## src/rtl/bhm_pkg.sv

```systemverilog
package bhm_pkg;
    localparam int DEF_MAX_LAG = 2;
    localparam int DEF_MIN_RUN = 4;

    typedef enum logic [1:0] {
        PH_IDLE = 2'd0,
        PH_WAIT = 2'd1,
        PH_RUN  = 2'd2
    } phase_e;
endpackage

```

## src/rtl/bhm_fall_det.sv

```systemverilog
module bhm_fall_det (
    input  logic clk,
    input  logic rst,
    input  logic line_n,
    output logic fall_o
);
    logic seen_high_d, seen_high_q;

    always_comb begin
        seen_high_d = line_n;
    end

    always_ff @(posedge clk) begin
        if (rst) seen_high_q <= 1'b0;
        else     seen_high_q <= seen_high_d;
    end

    assign fall_o = seen_high_q & ~line_n;
endmodule

```

## src/rtl/bhm_seq.sv

```systemverilog
module bhm_seq
    import bhm_pkg::*;
#(
    parameter int MAX_LAG = DEF_MAX_LAG,
    parameter int MIN_RUN = DEF_MIN_RUN
) (
    input  logic clk,
    input  logic rst,
    input  logic start_i,
    input  logic burst_n,
    input  logic oe_n,
    input  logic ack_n,
    output logic pass_o,
    output logic err_o,
    output logic sticky_o
);
    localparam int LAG_W = (MAX_LAG < 2) ? 1 : $clog2(MAX_LAG);
    localparam int RUN_W = (MIN_RUN < 2) ? 1 : $clog2(MIN_RUN);
    localparam logic [LAG_W-1:0] LAG_LAST = LAG_W'(MAX_LAG - 1);
    localparam logic [RUN_W-1:0] RUN_LAST = RUN_W'(MIN_RUN - 1);
    localparam bit ONE_RUN = (MIN_RUN <= 1);

    typedef struct packed {
        phase_e           phase;
        logic [LAG_W-1:0] lag;
        logic [RUN_W-1:0] run;
        logic             pass;
        logic             err;
        logic             sticky;
    } seq_t;

    seq_t cur_q, nxt_d;
    logic joint, hold;

    always_comb begin
        joint = ~oe_n & ~ack_n;
        hold  = joint & ~burst_n;
        nxt_d      = cur_q;
        nxt_d.pass = 1'b0;
        nxt_d.err  = 1'b0;
        unique case (cur_q.phase)
            PH_IDLE: begin
                if (start_i) begin
                    if (hold) begin
                        if (ONE_RUN) nxt_d.pass = 1'b1;
                        else begin
                            nxt_d.run   = RUN_W'(1);
                            nxt_d.phase = PH_RUN;
                        end
                    end else begin
                        nxt_d.lag   = '0;
                        nxt_d.phase = PH_WAIT;
                    end
                end
            end
            PH_WAIT: begin
                if (joint) begin
                    if (burst_n) begin
                        nxt_d.err   = 1'b1;
                        nxt_d.phase = PH_IDLE;
                    end else if (ONE_RUN) begin
                        nxt_d.pass  = 1'b1;
                        nxt_d.phase = PH_IDLE;
                    end else begin
                        nxt_d.run   = RUN_W'(1);
                        nxt_d.phase = PH_RUN;
                    end
                end else if (cur_q.lag == LAG_LAST) begin
                    nxt_d.err   = 1'b1;
                    nxt_d.phase = PH_IDLE;
                end else begin
                    nxt_d.lag = cur_q.lag + LAG_W'(1);
                end
            end
            PH_RUN: begin
                if (!hold) begin
                    nxt_d.err   = 1'b1;
                    nxt_d.phase = PH_IDLE;
                end else if (cur_q.run == RUN_LAST) begin
                    nxt_d.pass  = 1'b1;
                    nxt_d.phase = PH_IDLE;
                end else begin
                    nxt_d.run = cur_q.run + RUN_W'(1);
                end
            end
            default: nxt_d.phase = PH_IDLE;
        endcase
        if (nxt_d.err) nxt_d.sticky = 1'b1;
    end

    always_ff @(posedge clk) begin
        if (rst) begin
            cur_q <= '{phase: PH_IDLE, lag: '0, run: '0,
                       pass: 1'b0, err: 1'b0, sticky: 1'b0};
        end else begin
            cur_q <= nxt_d;
        end
    end

    assign pass_o   = cur_q.pass;
    assign err_o    = cur_q.err;
    assign sticky_o = cur_q.sticky;
endmodule

```

## src/rtl/burst_handshake_mon.sv

```systemverilog
module burst_handshake_mon
    import bhm_pkg::*;
#(
    parameter int MAX_LAG = DEF_MAX_LAG,
    parameter int MIN_RUN = DEF_MIN_RUN
) (
    input  logic clk,
    input  logic rst,
    input  logic burst_n,
    input  logic oe_n,
    input  logic ack_n,
    output logic pass_o,
    output logic err_o,
    output logic err_sticky_o
);
    logic start;

    bhm_fall_det u_fall (
        .clk    (clk),
        .rst    (rst),
        .line_n (burst_n),
        .fall_o (start)
    );

    bhm_seq #(
        .MAX_LAG (MAX_LAG),
        .MIN_RUN (MIN_RUN)
    ) u_seq (
        .clk      (clk),
        .rst      (rst),
        .start_i  (start),
        .burst_n  (burst_n),
        .oe_n     (oe_n),
        .ack_n    (ack_n),
        .pass_o   (pass_o),
        .err_o    (err_o),
        .sticky_o (err_sticky_o)
    );
endmodule

```

## config.mk

```make
export PLATFORM = sky130hd
export DESIGN_NAME = burst_handshake_mon
export DESIGN_NICKNAME = d
export VERILOG_FILES = /design/src/rtl/bhm_pkg.sv /design/src/rtl/bhm_fall_det.sv /design/src/rtl/bhm_seq.sv /design/src/rtl/burst_handshake_mon.sv
export SDC_FILE = /design/constraint.sdc
export NUM_CORES = 1
export LEC_CHECK = 0
export CORE_MARGIN = 3
export CORE_UTILIZATION = 36
export CTS_CLUSTER_DIAMETER = 40
export CTS_CLUSTER_SIZE = 30
export DETAILED_ROUTE_END_ITERATION = 8
export SLEW_MARGIN = 20
export SYNTH_ARGS = -nofsm -noshare
export SYNTH_HDL_FRONTEND = slang
export SYNTH_SLANG_ARGS = --single-unit
```

## constraint.sdc

```tcl
create_clock -name clk -period 3.95 [get_ports clk]
set_input_delay 0.9875 -clock clk [delete_from_list [all_inputs] [get_ports clk]]
set_output_delay 0.9875 -clock clk [all_outputs]
set_load 0.01 [all_outputs]
```

[Word-level counts from Yosys, hierarchy flattened]
Cells that the tools add are included.
Cells by class
  reduce and logical (&&, ||, !) cells: 7
  muxes and demuxes: 24
  eq/ne operators: 13
  bitwise operators: 8
  add/sub/neg operators: 2
Operator list (number)
  2-to-1 mux 2 bit: 10
  case mux 2 bit (3 select lines): 2
  inequality test 2 bit (second input constant): 5
  2-to-1 mux 1 bit: 8
  AND reduction 7 bit: 1
  inequality test 2 x 1 -> 1 bit (second input constant): 3
  2-to-1 mux 5 bit: 1
  inverter 1 bit: 5
  == test 2 bit (second input constant): 2
  case mux 1 bit (2 select lines): 2
  AND reduction 4 bit: 1
  AND 1 bit: 3
  2-to-1 mux 3 bit: 1
  inequality test 3 x 1 -> 1 bit (second input constant): 1
  inequality test 3 bit (second input constant): 1
  AND reduction 3 bit: 1
  nonzero test 3 bit: 1
  OR reduction 3 bit: 1
  adder 2 x 1 -> 2 bit (second input constant): 1
  == test 2 x 1 -> 1 bit (second input constant): 1
  logical NOT 2 bit: 1
  nonzero test 2 bit: 1
  adder 1 bit (second input constant): 1
Storage, ports and cells
  flip-flop bits (word level): 9
  word-level logic and storage cells: 61
  output and inout bits: 3
  input bits: 5

[Logic depth before layout (Yosys ltp)]
Gate-level depths: netlist of run 1.
  depth after elaboration: 6
  mapped depth: 6
  gate-level depth less buffers: 6

[By module]
A second synthesis of run 1 with hierarchy kept.
Second synthesis, totals
  cell total of the unflattened synthesis: 57
  area total of the unflattened synthesis: 515.5 um^2
Modules (own cells, without submodules)
  bhm_seq: cells each 54, seq. area each 160.2 um^2, area each 480.5 um^2, instances 1
  bhm_fall_det: cells each 3, seq. area each 20.0 um^2, area each 35.0 um^2, instances 1

[Worst setup path after synthesis of run 1]
No wires, ideal clock.
  kind: in2reg
  from: input port burst_n
  to: register u_seq.cur_q[3] (netlist name)
  cell stages on the path: 4
  setup time: 91 ps
  required time: 3859 ps
  path buffers: 0
  arrival time: 1897 ps
  setup slack: 1962 ps
  cell sequence: or3_4 -> a221oi_2 -> nor2_1 -> a311oi_1
On the way
  word-level cells in the longest chain between the ends: 4
  elaborated cells on any way between the ends: 8
  those cells by class: eq/ne (4); bitwise (3); reduce/logical (1)
Ends and longest elaborated chain
  start, declared: line burst_handshake_mon.sv:9  | input logic burst_n,
  inverter 1 bit: line bhm_fall_det.sv:18, bhm_seq.sv:37
  AND 1 bit (on tied branches): line bhm_seq.sv:37, bhm_fall_det.sv:18
  inequality test 2 x 1 -> 1 bit (no source line) / inequality test 2 bit (equally long branches)
  AND reduction 7 bit (no source line) (*)
  end signal, assigned: line bhm_seq.sv:93  | cur_q <= '{phase: PH_IDLE, lag: '0, run: '0,
  end signal, assigned: line bhm_seq.sv:96  | cur_q <= nxt_d;
  end, declared: line bhm_seq.sv:32  | seq_t cur_q, nxt_d;
Mark *: on every way between the ends. The rest lies on a longest branch, timed or not.
A chain may end at the register's enable or synchronous reset.

[Worst setup path in the final report of run 1]
  from: input port burst_n
  to: register u_seq.cur_q[7] (netlist name)
On the way
  word-level cells in the longest chain between the ends: 5
  elaborated cells on any way between the ends: 12
  those cells by class: eq/ne (2); mux (6); bitwise (3); reduce/logical (1)
Ends and longest elaborated chain
  inverter 1 bit: line bhm_fall_det.sv:18, bhm_seq.sv:37
  AND 1 bit: line bhm_seq.sv:37  | hold = joint & ~burst_n;
  2-to-1 mux 2 bit: line bhm_seq.sv:44  | if (hold) begin
  2-to-1 mux 5 bit: line bhm_seq.sv:43  | if (start_i) begin
  case mux 2 bit (3 select lines): line bhm_seq.sv:41  | unique case (cur_q.phase)
Several ways; a longest one is shown, not always the timed one. The select of a mux whose other input is x is not followed.

==> reports/qor.yml, run 1 <==
outcome:
  status: "completed"
logic_synthesis:
  synth-xor-area-share_pct: 0
  synthCells: 53
  yosysWarnings: 0
  synthAdderAreaFrac_pct: 12.8
  synth_top_family_by_area: "simple AND/OR/NAND/NOR gates"
  synthFlopType: "dfxtp_1"
  synth-compound-area-share_pct: 16.6
  synth.distinct_cells: 24
  synth-simple-area-share_pct: 25.8
  synth.net_count: 63
  synth_edf_count: 0
  post_synth.cell_area_avg_um2: 9.25
  yosys-mux-area-fraction_pct: 4.34
  synth-seq-area-share_pct: 36.7
  syn-cell-area_um2: 490
  synth_seq_cells: 9
  async_flop_share_pct: 0
detailed_routing:
  totalWireLength_um: 889
  viasPerCell: 5.09
  drc: 0
  wl_per_cell_um: 11.5
  drt-initial-drc-count: 6
  postRouteAntennaNets: 0
  vias: 392
  first_pass_iters: 3
floorplanning:
  design.core.area_mm2: 0.00119
  rows: 12
  start_util_pct: 41.4
  die_y_um: 42.9
  die_x_um: 42.9
  die_area_mm2: 0.00184
  ioPinCount: 8
setup_path:
  cp_cell_sequence: "clkdlybuf4s50_1 > nor4b_2 > nand2b_1 > o211a_2 > mux2_1"
  critical-path-top-delay-family: "simple AND/OR/NAND/NOR gates"
  critPathKind: "in -> reg"
  crit_path_max_incr_delay_ns: 0.47
  worstPathMaxFanout: 5
  crit_buf_inv: 1
  crit_path_start_kind: "primary input"
  cpMaxStageDelayCell: "clkdlybuf4s50_1"
  cp-end-kind: "register"
  worstPathArrival_ns: 2.49
  required_ns: 4.10
pwr:
  vdd_ir_drop_max_v: 0.000227
  p_leak_nw: 0.249
  power.density_mw_per_mm2: 420
clocking:
  cts_hold_buf: 0
  clk_pin_slew_worst_paths_ns: 0.06
  insertion_delay_ns: 0.26
  clk_path_buf_depth: 2
  cts-root-buf: "clkbuf_4"
  htreeDepth: 1
  cts_setup_buffers: 0
  cts_tree: "done"
  cts_num_sinks: 9
  cts_buffers: 3
  post_cts_resized: 0
timing:
  final.min_clock_period_ns: 2.34
  setup_slack_ns: 1.61
  fmax_mhz: 428
  skew_ns: 0.000568
  tightest_slew_ns: 0.392
  post-route-period-util_pct: 59.2
  setup_viol: 0
  max-slew-margin-rel_pct: 73.8
  setup_tns_ns: 0
  slew_violations: 0
  rsz0062_at_grt: "no"
  hold_viol_final: 0
global_routing:
  globalRouteTotalUtil_pct: 12.1
  grt_pass1_vias: 347
  grt-ovfl-total: 0
  antenna_found_initial: 0
  grt_pass1_wl_um: 1570
  grt_start_max_net_pins: 9
placement:
  place_congestion: 0.786
  post-place-ws_ns: 1.34
  port_buffers: 7
  dp_hpwl_um: 659
final_layout:
  seqCellArea_um2: 180
  nNetsFinal: 74
  syn2layout_area_growth_pct: 22.4
  fillers: 111
  num_antenna_cells: 0
  drive_above_1_share_pct: 12.7
  multiInputGateArea_um2: 292
job:
  maxCapViolations: 0
min_path:
  min_path_type: "reg -> reg"
[layout make-up]
class                           instances  area share [%]
Clock buffer                            4            4.38
Inverter                                4            2.50
Multi-Input combinational cell         39            48.5
Sequential cell                         9            30.0
Tap cell                               14            2.92
Timing Repair Buffer                    7            11.7
[metrics by stage]
stage	hold WS, ns	power (W)	utilization, %	cells	area [um^2]
after floorplan	0.450	0.000165	-	53	490
after global placement	0.436	0.000183	48.4	73	574
after detailed placement	0.441	0.000182	48.4	73	574
after CTS	0.454	0.000256	50.6	77	601
after global routing	0.483	0.000275	50.6	77	601
final	0.450	0.000252	50.6	77	601
[state kept, by name, indices dropped and copies added (netlist names)]
register,count
u_seq.err_o,1
u_fall.seen_high_q,1
u_seq.sticky_o,1
u_seq.cur_q,5
u_seq.pass_o,1
[cell usage in the layout, fill, tap and decap left out, types with 2 or more instances in the layout]
cell type,n
ha_1,5
inv_1,4
a21o_1,2
nand2_1,3
clkbuf_4,3
nand2b_1,3
nor3_1,3
clkdlybuf4s50_1,7
dfxtp_1,9
nor2_1,3
nand3_1,2
a21oi_1,5
[layer usage]
layer  track usage (%)  routed length (um)  vias to the layer above
met5                 0                   0                        -
met4              7.45                  31                        0
met3              6.36                  67                        5
met2              17.4                 373                       10
met1              13.9                 416                      170
li1                  -                   -                      207
[power breakdown]
part | switching [W] | total [W] | internal, W
Combinational | 0.0000393 | 0.0000750 | 0.0000357
Clock | 0.0000323 | 0.0000712 | 0.0000389
Sequential | 0.00000695 | 0.000106 | 0.0000988
[synth_stat cells, types with 2 or more instances]
library cell  n  share of area, %
nor2_1        3               2.3
dfxtp_1       9                37
a21o_1        2               3.1
inv_1         4               3.1
nor3_1        3               3.1
a21oi_1       5               5.1
nand3_1       2               2.0
ha_1          5                13
nand2b_1      3               3.8
nand2_1       3               2.3
[cell families after synthesis]
family,count (synthesis)
adder cells (fa/ha/maj),5
multiplexers,2
AND/OR/NAND/NOR,21
flip-flops,9
buffers and inverters,5
AO/OA/AOI/OAI,11
[path summary, 6_finish.rpt]
check        cells after the start            from             end  slack, ns
max                              5         burst_n  u_seq.cur_q[7]       1.61
min                              1  u_seq.sticky_o  u_seq.sticky_o       0.45
max reg2reg                      6  u_seq.cur_q[6]  u_seq.cur_q[3]       2.12
min reg2reg                      1  u_seq.sticky_o  u_seq.sticky_o       0.45
No activity file was read; power rests on OpenSTA's default activity.
==> run 2: changes to the inputs <==
==> constraint.sdc (replaced) <==
create_clock -name clk -period 2.35 [get_ports clk]
set_input_delay 0.5875 -clock clk [delete_from_list [all_inputs] [get_ports clk]]
set_output_delay 0.5875 -clock clk [all_outputs]
set_load 0.01 [all_outputs]
==> run 2 against run 1 <==
Compared with the run above: design area increased by 1.2%; worst hold slack improved by 0.0029 ns; sequential cell count unchanged.
==> reports/qor.yml, run 2 (synthesis gave the netlist of run 1 again) <==
outcome:
  status: "completed"  # unchanged
final_layout:
  final_common_cell: "dfxtp_1"  # unchanged
  final_cell_mix: "dfxtp_1 (9), clkdlybuf4s50_1 (7), a21oi_1 (5), ha_1 (5), inv_1 (4)"  # unchanged
  utilization_pct: 51.3  # was 50.6%
  regMostFlops: "u_seq.cur_q"  # unchanged
  syn2layout_area_growth_pct: 24.0  # was 22.4%
  num_antenna_cells: 0  # unchanged
  nNetsFinal: 75  # was 74
  drive_above_1_share_pct: 14.1  # was 12.7%
  largest_reg_flops: 5  # unchanged
timing:
  rsz0062_at_grt: "no"  # unchanged
  setup_tns_ns: 0  # unchanged
  fmax_mhz: 530
  tightest_slew_ns: 0.312  # was 0.392 ns
  slew_violations: 0  # unchanged
  skew_ns: 0.00398  # was 0.000568 ns
  setup_viol: 0  # unchanged
  final.min_clock_period_ns: 1.89
  post-route-period-util_pct: 80.2
  hold_viol_final: 0  # unchanged
  max-slew-margin-rel_pct: 79.2  # was 73.8%
clocking:
  clk_path_buf_depth: 2  # unchanged
  cts_tree: "done"  # unchanged
  cts_buffers: 3  # unchanged
  cts-root-buf: "clkbuf_4"  # unchanged
  clk_pin_slew_worst_paths_ns: 0.06  # about the same
  insertion_delay_ns: 0.26  # about the same
  cts_setup_buffers: 0  # unchanged
  cts_hold_buf: 0  # unchanged
  cts_num_sinks: 9  # unchanged
  htreeDepth: 1  # unchanged
  post_cts_resized: 0  # unchanged
global_routing:
  grt_start_max_net_pins: 9  # unchanged
  grt_pass1_vias: 378  # was 347
  antenna_found_initial: 0  # unchanged
  globalRouteTotalUtil_pct: 11.1  # was 12.1%
  grt-ovfl-total: 0  # unchanged
  grt_pass1_wl_um: 1500  # was 1570 um
min_path:
  min_path_type: "reg -> reg"  # unchanged
  min_path_cells: 1  # unchanged
  hold-path-endpoint: "u_seq.sticky_o"  # unchanged
  hold_start: "u_seq.sticky_o"  # unchanged
detailed_routing:
  vias: 405  # was 392
  drt-initial-drc-count: 2  # was 6
  viasPerCell: 5.19  # was 5.09
  first_pass_iters: 2  # was 3
  postRouteAntennaNets: 0  # unchanged
  drc: 0  # unchanged
  wl_per_cell_um: 11.2  # was 11.5 um
  totalWireLength_um: 873  # was 889 um
setup_path:
  cp_cell_sequence: "clkdlybuf4s50_1 > or3_4 > a221oi_2 > nor2_1 > a311oi_1"  # was clkdlybuf4s50_1 > nor4b_2 > nand2b_1 > o211a_2 > mux2_1
  critical-path-top-delay-family: "compound AO/OA/AOI/OAI gates"  # was simple AND/OR/NAND/NOR gates
  rr_worst_depth: 6  # unchanged
  cp-end-kind: "register"  # unchanged
  required_ns: 2.53  # was 4.10 ns
  worstPathMaxFanout: 5  # unchanged
  critPathKind: "in -> reg"  # unchanged
  crit_path_max_incr_delay_ns: 0.46  # was 0.47 ns
  cpMaxStageDelayCell: "clkdlybuf4s50_1"  # unchanged
  r2r-start: "u_seq.cur_q[6]"  # unchanged
  crit_path_start_kind: "primary input"  # unchanged
  crit_buf_inv: 1  # unchanged
  worstSetupStartpoint: "burst_n"  # unchanged
  timing.rr.end: "u_seq.cur_q[3]"  # unchanged
  r2r_slack_ns: 0.54  # was 2.12 ns
  worstPathArrival_ns: 2.06  # was 2.49 ns
floorplanning:
  die_x_um: 42.9  # unchanged
  die_y_um: 42.9  # unchanged
  ioPinCount: 8  # unchanged
  die_area_mm2: 0.00184  # unchanged
  start_util_pct: 41.4  # unchanged
  design.core.area_mm2: 0.00119  # unchanged
  rows: 12  # unchanged
placement:
  place_congestion: 0.772  # was 0.786
  dp_hpwl_um: 698  # was 659 um
  port_buffers: 7  # unchanged
job:
  maxCapViolations: 0  # unchanged
pwr:
  power.density_mw_per_mm2: 698  # was 420 mW/mm^2
  p_total_w: 0.000424  # was 0.000252 W
  p_leak_nw: 0.255  # was 0.249 nW
  vdd_ir_drop_max_v: 0.000362  # was 0.000227 V
## run 2: cell types whose count changed in the layout (fill, tap and decap cells not counted)
| cell | change |
|---|---|
| buf_4 | +1 |
## run 2: layer usage
metal | up-vias | GRT usage, % | part of all wire, % | wire length [um]
li1 | 211 | - | - | -
met3 | 0 | 7.63 | 7.2 | 63
met1 | 184 | 11.6 | 46 | 405
met4 | 0 | 1.86 | 0 | 0
met5 | - | 0 | 0 | 0
met2 | 10 | 18.6 | 46 | 404
## run 2: worst max-delay path by stage
| stage | endpoint | slack [ns] | depth (start not counted) |
|---|---|---|---|
| 6_report | u_seq.cur_q[3] | 0.46 | 5 |
| 5_1_grt | u_seq.cur_q[3] | 0.37 | 5 |
| 4_1_cts | u_seq.cur_q[3] | 0.47 | 5 |
| 3_5_place_dp | u_seq.cur_q[3] | 0.19 | 5 |
| 3_3_place_gp | u_seq.cur_q[3] | 0.21 | 5 |
| 2_1_floorplan | u_seq.cur_q[3] | 0.68 | 6 |
## run 2: area by class of cell
class / count / area, um^2
fill: 110 / 578
multi-input combinational: 39 / 292
sequential: 9 / 180
timing repair buffer: 8 / 77.6
clock buffer: 4 / 26.3
tap: 14 / 17.5
inverter: 4 / 15.0
## run 2: power by group
| group | internal, W | leakage (nW) | switching, W |
|---|---|---|---|
| Sequential | 0.000166 | 0.0731 | 0.0000113 |
| Clock | 0.0000655 | 0.0150 | 0.0000550 |
| Combinational | 0.0000602 | 0.167 | 0.0000664 |
## run 2: through the flow
stage,instance area [um^2],instances,hold WS [ns],setup slack (ns)
after detailed placement,582,74,0.444,0.194
after CTS,608,78,0.457,0.465
after global placement,582,74,0.435,0.214
final,608,78,0.453,0.464
after floorplan,490,53,0.450,0.682
after global routing,608,78,0.483,0.369
